--- src/rtl/fifo_chain_pkg.sv ---
package fifo_chain_pkg;

    // Clocks from a taken write to the reader seeing it, and from a taken
    // read to the writer seeing the freed slot.
    localparam int ARRIVE_LAT  = 3;
    localparam int RELEASE_LAT = 2;

    // Per-clock event seen by a tally: {increment, decrement}
    typedef enum logic [1:0] {
        FLOW_HOLD = 2'b00,
        FLOW_DOWN = 2'b01,
        FLOW_UP   = 2'b10,
        FLOW_BOTH = 2'b11
    } flow_e;

endpackage

--- src/rtl/fifo_chain_pulse_dly.sv ---
module fifo_chain_pulse_dly #(
    parameter int LAT = 2
) (
    input  logic clk,
    input  logic rst,
    input  logic pulse_in,
    output logic pulse_out
);

    logic [LAT-1:0] shift_q;

    generate
        if (LAT == 1) begin : g_single
            always_ff @(posedge clk) begin
                if (rst) shift_q <= '0;
                else     shift_q <= pulse_in;
            end
        end else begin : g_chain
            always_ff @(posedge clk) begin
                if (rst) shift_q <= '0;
                else     shift_q <= {shift_q[LAT-2:0], pulse_in};
            end
        end
    endgenerate

    assign pulse_out = shift_q[LAT-1];

endmodule

--- src/rtl/fifo_chain_tally.sv ---
module fifo_chain_tally
    import fifo_chain_pkg::*;
#(
    parameter int CW   = 3,
    parameter int INIT = 0
) (
    input  logic          clk,
    input  logic          rst,
    input  logic          inc,
    input  logic          dec,
    output logic [CW-1:0] value
);

    flow_e flow;

    always_comb flow = flow_e'({inc, dec});

    always_ff @(posedge clk) begin
        if (rst) begin
            value <= CW'(INIT);
        end else begin
            unique case (flow)
                FLOW_HOLD, FLOW_BOTH: value <= value;
                FLOW_UP:              value <= value + 1'b1;
                FLOW_DOWN:            value <= value - 1'b1;
            endcase
        end
    end

endmodule

--- src/rtl/fifo_chain_stage.sv ---
module fifo_chain_stage
    import fifo_chain_pkg::*;
#(
    parameter int WIDTH = 8,
    parameter int DEPTH = 4
) (
    input  logic             clk,
    input  logic             rst,
    input  logic             wr_n,
    input  logic [WIDTH-1:0] din,
    output logic             ir_n,
    input  logic             rd_n,
    output logic [WIDTH-1:0] dout,
    output logic             or_n
);

    localparam int CW = $clog2(DEPTH + 1);
    localparam int PW = (DEPTH > 1) ? $clog2(DEPTH) : 1;
    localparam logic [PW-1:0] PTR_LAST = PW'(DEPTH - 1);
    localparam logic [CW-1:0] FULL_CNT = CW'(DEPTH);

    logic [WIDTH-1:0] mem [DEPTH];
    logic [PW-1:0]    wptr_q, rptr_q;
    logic [CW-1:0]    vis_q, room_q, occ_q;
    logic             wr_acc, rd_acc, wr_land, rd_land;

    assign wr_acc = !wr_n && (room_q != '0);
    assign rd_acc = !rd_n && (vis_q != '0);

    fifo_chain_pulse_dly #(.LAT(ARRIVE_LAT)) u_arrive (
        .clk(clk), .rst(rst), .pulse_in(wr_acc), .pulse_out(wr_land));

    fifo_chain_pulse_dly #(.LAT(RELEASE_LAT)) u_release (
        .clk(clk), .rst(rst), .pulse_in(rd_acc), .pulse_out(rd_land));

    fifo_chain_tally #(.CW(CW), .INIT(0)) u_vis (
        .clk(clk), .rst(rst), .inc(wr_land), .dec(rd_acc), .value(vis_q));

    fifo_chain_tally #(.CW(CW), .INIT(DEPTH)) u_room (
        .clk(clk), .rst(rst), .inc(rd_land), .dec(wr_acc), .value(room_q));

    fifo_chain_tally #(.CW(CW), .INIT(0)) u_occ (
        .clk(clk), .rst(rst), .inc(wr_acc), .dec(rd_acc), .value(occ_q));

    always_ff @(posedge clk) begin
        if (rst) begin
            wptr_q <= '0;
            rptr_q <= '0;
        end else begin
            if (wr_acc) wptr_q <= (wptr_q == PTR_LAST) ? '0 : wptr_q + 1'b1;
            if (rd_acc) rptr_q <= (rptr_q == PTR_LAST) ? '0 : rptr_q + 1'b1;
        end
    end

    always_ff @(posedge clk) begin
        if (wr_acc) mem[wptr_q] <= din;
    end

    always_comb begin
        or_n = (vis_q == '0);
        ir_n = (room_q == '0);
        dout = mem[rptr_q];
    end

    AST_NO_OVERFLOW: assert property (@(posedge clk) disable iff (rst)
        wr_acc |-> (occ_q < FULL_CNT));
    AST_NO_UNDERFLOW: assert property (@(posedge clk) disable iff (rst)
        rd_acc |-> (occ_q != '0));
    AST_ARRIVE_STEP: assert property (@(posedge clk) disable iff (rst)
        (wr_acc && occ_q == '0) |-> ##4 $fell(or_n));
    AST_RELEASE_STEP: assert property (@(posedge clk) disable iff (rst)
        (rd_acc && occ_q == FULL_CNT) |-> ##3 $fell(ir_n));

endmodule

--- src/rtl/fifo_chain.sv ---
module fifo_chain
    import fifo_chain_pkg::*;
#(
    parameter int STAGES = 2,
    parameter int DEPTH  = 4,
    parameter int WIDTH  = 8
) (
    input  logic             clk,
    input  logic             rst,
    input  logic             push_n,
    input  logic [WIDTH-1:0] push_data,
    output logic             push_ready_n,
    input  logic             pop_n,
    output logic [WIDTH-1:0] pop_data,
    output logic             pop_ready_n
);

    // fwd_n[k]: write strobe into stage k; fwd_n[STAGES]: data flag of the tail
    // bwd_n[k]: space flag of stage k;     bwd_n[STAGES]: external pop strobe
    logic             fwd_n [STAGES+1];
    logic             bwd_n [STAGES+1];
    logic [WIDTH-1:0] link  [STAGES+1];

    assign fwd_n[0]      = push_n;
    assign link[0]       = push_data;
    assign bwd_n[STAGES] = pop_n;

    generate
        for (genvar k = 0; k < STAGES; k++) begin : g_stage
            fifo_chain_stage #(.WIDTH(WIDTH), .DEPTH(DEPTH)) u_stage (
                .clk  (clk),
                .rst  (rst),
                .wr_n (fwd_n[k]),
                .din  (link[k]),
                .ir_n (bwd_n[k]),
                .rd_n (bwd_n[k+1]),
                .dout (link[k+1]),
                .or_n (fwd_n[k+1])
            );
        end
    endgenerate

    assign push_ready_n = bwd_n[0];
    assign pop_ready_n  = fwd_n[STAGES];
    assign pop_data     = link[STAGES];

    AST_RESET_FLAGS: assert property (@(posedge clk) disable iff (rst)
        $past(rst) |-> (pop_ready_n && !push_ready_n));
    AST_HEAD_HOLD: assert property (@(posedge clk) disable iff (rst)
        (!pop_ready_n && pop_n) |=> (!pop_ready_n && $stable(pop_data)));

endmodule

--- config.mk ---
export PLATFORM = sky130hd
export DESIGN_NAME = fifo_chain
export DESIGN_NICKNAME = d
export VERILOG_FILES = /design/src/rtl/fifo_chain_pkg.sv /design/src/rtl/fifo_chain_pulse_dly.sv /design/src/rtl/fifo_chain_tally.sv /design/src/rtl/fifo_chain_stage.sv /design/src/rtl/fifo_chain.sv
export SDC_FILE = /design/constraint.sdc
export NUM_CORES = 1
export LEC_CHECK = 0
export ABC_AREA = 1
export CAP_MARGIN = 20
export CELL_PAD_IN_SITES_DETAIL_PLACEMENT = 0
export CELL_PAD_IN_SITES_GLOBAL_PLACEMENT = 1
export CORE_MARGIN = 4
export CORE_UTILIZATION = 41
export DETAILED_ROUTE_END_ITERATION = 6
export PLACE_DENSITY_LB_ADDON = 0.05
export SLEW_MARGIN = 25
export SYNTH_ARGS = -nofsm -noshare
export SYNTH_HDL_FRONTEND = slang
export SYNTH_SLANG_ARGS = --single-unit
--- constraint.sdc ---
create_clock -name clk -period 3.93 [get_ports clk]
set_input_delay 1.179 -clock clk [delete_from_list [all_inputs] [get_ports clk]]
set_output_delay 1.179 -clock clk [all_outputs]
set_load 0.05 [all_outputs]
==> results by group <==
Run status
  – Status: complete, no violations

Die
  – Die width: around 110 microns
  – Initial core utilization: around 43%
  – Die ar.: between 0.01 and 0.015 sq mm
  – Die height: between 100 and 150 microns
  – Core area: around 0.0093 sq mm
  – IO Count: 22
  – # rows: 35

CTS
  – Clock sink count: 96
  – CTS tree: yes
  – Num CTS Buffers: 9
  – Clk_lat worst skew: between 300 and 400 ps
  – Post-CTS Setup Repair Bufs: 0
  – Clock Tree Buf Depth: 2
  – # hold bufs at CTS: 0
  – Htree depth: 3
  – Reg clk slew, reported paths: roughly 90 ps
  – Resize count post-CTS: 0
  – Clock root buffer: clkbuf_8

Pwr
  – Combinational power share: between 40% and 50%
  – Sw Share: between 30% and 40%
  – Pleak: approximately 1.8 nW
  – VDD IR max: ~0.25 mV
  – Sequential fraction of design power: about two fifths
  – Pwr dens: 821 mW/mm^2
  – Clock power share: 18.7%
  – Switch Pwr: 1.47 mW
  – Pint: 2.23 mW

Critical path
  – Arrival @ worst endpoint: roughly 2300 ps
  – Critical-path cell list: inv_2, o21ai_0, o22ai_1, clkdlybuf4s50_1
  – Worst R2R Setup Slack: 1920 ps
  – Worst r2r src: g_stage[1].u_stage.u_room.value[0]$_SDFFE_PP0N_
  – Slowest stage cell, crit path: clkdlybuf4s50_1
  – Critical path class: reg2out
  – Worst path top cell family by delay: buffers and inverters
  – Largest stage delay, worst path: about 700 ps
  – Data required, critical path: around 2800 ps
  – Setup crit end kind: output pin
  – Critical path peak fanout: 17
  – WP buf/inv: 2
  – CP Launch Type: register
  – Depth of the most critical reg-to-reg path: 13
  – Reg-to-reg endpoint: g_stage[0].u_stage.u_vis.value[2]$_SDFFE_PP0N_

Place
  – Dpl hpwl: between 4000 and 5000 microns
  – Placed Area: ~0.0043 sq mm
  – Routability Congestion: ~0.71
  – PortBufs: 21
  – Placed cell count: approximately 510

STA
  – Final min period: 3480 ps
  – Maximum clock frequency: 0.288 GHz
  – Total Neg Setup Slack: 0 ps
  – Final hold viol count: 0
  – Max-slew headroom: approximately 44%
  – Final setup viols: 0
  – Clk_skew: 12.6 ps
  – RSZ-0062 raised after global routing: false
  – Slew Limit Fails: 0
  – Worst-Margin Slew: about 840 ps
  – Final Cycle Share: approximately nine tenths

Logic synthesis
  – Count of cell types in the netlist: 20
  – Top area cells in the synthesized netlist: edfxtp_1, dfxtp_1, inv_1
  – Post-synth top area share: 48.4%
  – Most used flip-flop cell after synthesis: edfxtp_1
  – Sequential share of the synthesized area: between 60% and 70%
  – Flops & latches, synth: between 90 and 100
  – Ys async rst share: 0%
  – Post-Syn Area: roughly 0.004 sq mm
  – Post-synthesis average cell area: 10.9 sq um
  – Post-synth EDFFs: 64
  – Mapped Cells: roughly 360
  – Leading area contributor after synthesis: edfxtp_1
  – Syn. warnings: 0
  – Syn nets: ~390

Global route
  – Largest net degree at the start of global routing: 21
  – GRT Total Usage: 13.0%
  – Vias in the first global route: around 2300
  – Initial antenna violation count: 0
  – First-pass GRT wire length: between 10000 and 15000 microns
  – Global route total overflow: 0

Layout
  – Design area: ~0.0045 sq mm
  – Commonest non-fill, non-tap cell in the layout: edfxtp_1
  – Most frequent cells in the layout: edfxtp_1, inv_1, nor2_1
  – Layout cells sized above 1: roughly 7.3%
  – Nets: about 420
  – Ant diodes: 0
  – Fill count: 863
  – Area growth from synthesis to layout: 13.6%
  – Post-route insts no fill: about 520

Drt
  – WL final: between 6000 and 7000 microns
  – Routed Antenna Nets: 0
  – Drt initial violations: 84
  – Remaining DRCs: 0
  – First-pass iteration count of the detailed router: 4
  – DR vias: roughly 2500
  – Wirelength per Cell: around 13 microns
  – Vias per inst: around 4.7

Hold path
  – Hold path depth: 2
  – Tightest Hold Check Type: reg2reg
  – Hold EP: g_stage[0].u_stage.u_arrive.shift_q[2]$_SDFF_PP0_
  – Hold_sp: g_stage[0].u_stage.u_arrive.shift_q[1]$_SDFF_PP0_

Flow run
  – Max Cap Violations: 0
[cell families after synthesis]
logic type	count (synthesis)	synth area share, %
AOI/OAI and AO/OA	72	10.1
adders and majority gates	18	6.43
buffers and inverters	69	7.43
DFF	96	64.5
and+or+nand+nor	109	11.5
[how the worst max path moves through the flow]
stage	cells after the start	slack (ps)	endpoint
detailed placement	4	810	pop_data[7]
finish	4	450	pop_data[7]
CTS	4	420	pop_data[7]
floorplan	3	1350	pop_data[4]
global placement	11	860	g_stage[0].u_stage.u_room.value[2]$_SDFFE_PP1N_
global route	4	220	pop_data[6]
[synth_stat cells (4+ instances only)]
master,instances
o21ai_2,6
a21oi_1,16
nand3_1,16
fa_1,4
o21ai_0,32
edfxtp_1,64
nor2_1,58
inv_1,60
dfxtp_1,32
buf_6,4
nand2_1,27
o22ai_1,16
ha_1,14
nand4_1,4
[per-stage QoR]
stage | power [mW] | setup slack, ps | utilization [%] | hold WS (ps)
floorplan | 2.63 | 1350 | - | 388
finish | 3.70 | 452 | 48.4 | 399
CTS | 3.76 | 418 | 48.4 | 402
global placement | 3.03 | 860 | 46.1 | 393
global route | 4.00 | 219 | 48.4 | 415
detailed placement | 3.06 | 812 | 46.1 | 393
[layer usage]
layer,routed length [microns],share of wire (%),up-vias,global-route usage [%]
li1,-,-,1276,-
met2,3090,45,35,20.9
met4,68,1.0,0,4.38
met5,0,0,-,0
met3,262,3.8,9,4.01
met1,3400,50,1157,16.9
[sequential cells by signal, indices dropped and copies added (netlist names), named ones only]
register                           count
g_stage.u_stage.mem                   64
g_stage.u_stage.rptr_q                 4
g_stage.u_stage.u_room.value           6
g_stage.u_stage.u_arrive.shift_q       6
g_stage.u_stage.wptr_q                 4
g_stage.u_stage.u_vis.value            6
g_stage.u_stage.u_release.shift_q      2
[power by group through the flow]
stage	combinational (mW)	clock, mW	sequential (mW)
after CTS	1.51	0.721	1.53
after detailed placement	1.51	0	1.55
after floorplan	1.14	0	1.49
after global placement	1.48	0	1.55
after global routing	1.67	0.768	1.56
final	1.48	0.693	1.53
[worst min-delay path, delay by kind of cell, from the launching register on]
| kind | cells | cell delay, ps |
|---|---|---|
| simple gates | 1 | 30 |
| flops | 1 | 310 |
| buf+inv | 1 | 40 |
[cell type report]
type	instances	area, sq um	share of cell area, %
Timing Repair Buffer	23	225	4.99
Multi-Input combinational cell	199	1110	24.7
Clock buffer	9	124	2.75
Inverter	62	233	5.16
Tap cell	129	161	3.58
Clock inverter	6	91.3	2.02
Sequential cell	96	2560	56.8
Note: power is estimated with default switching activity, not from simulation.
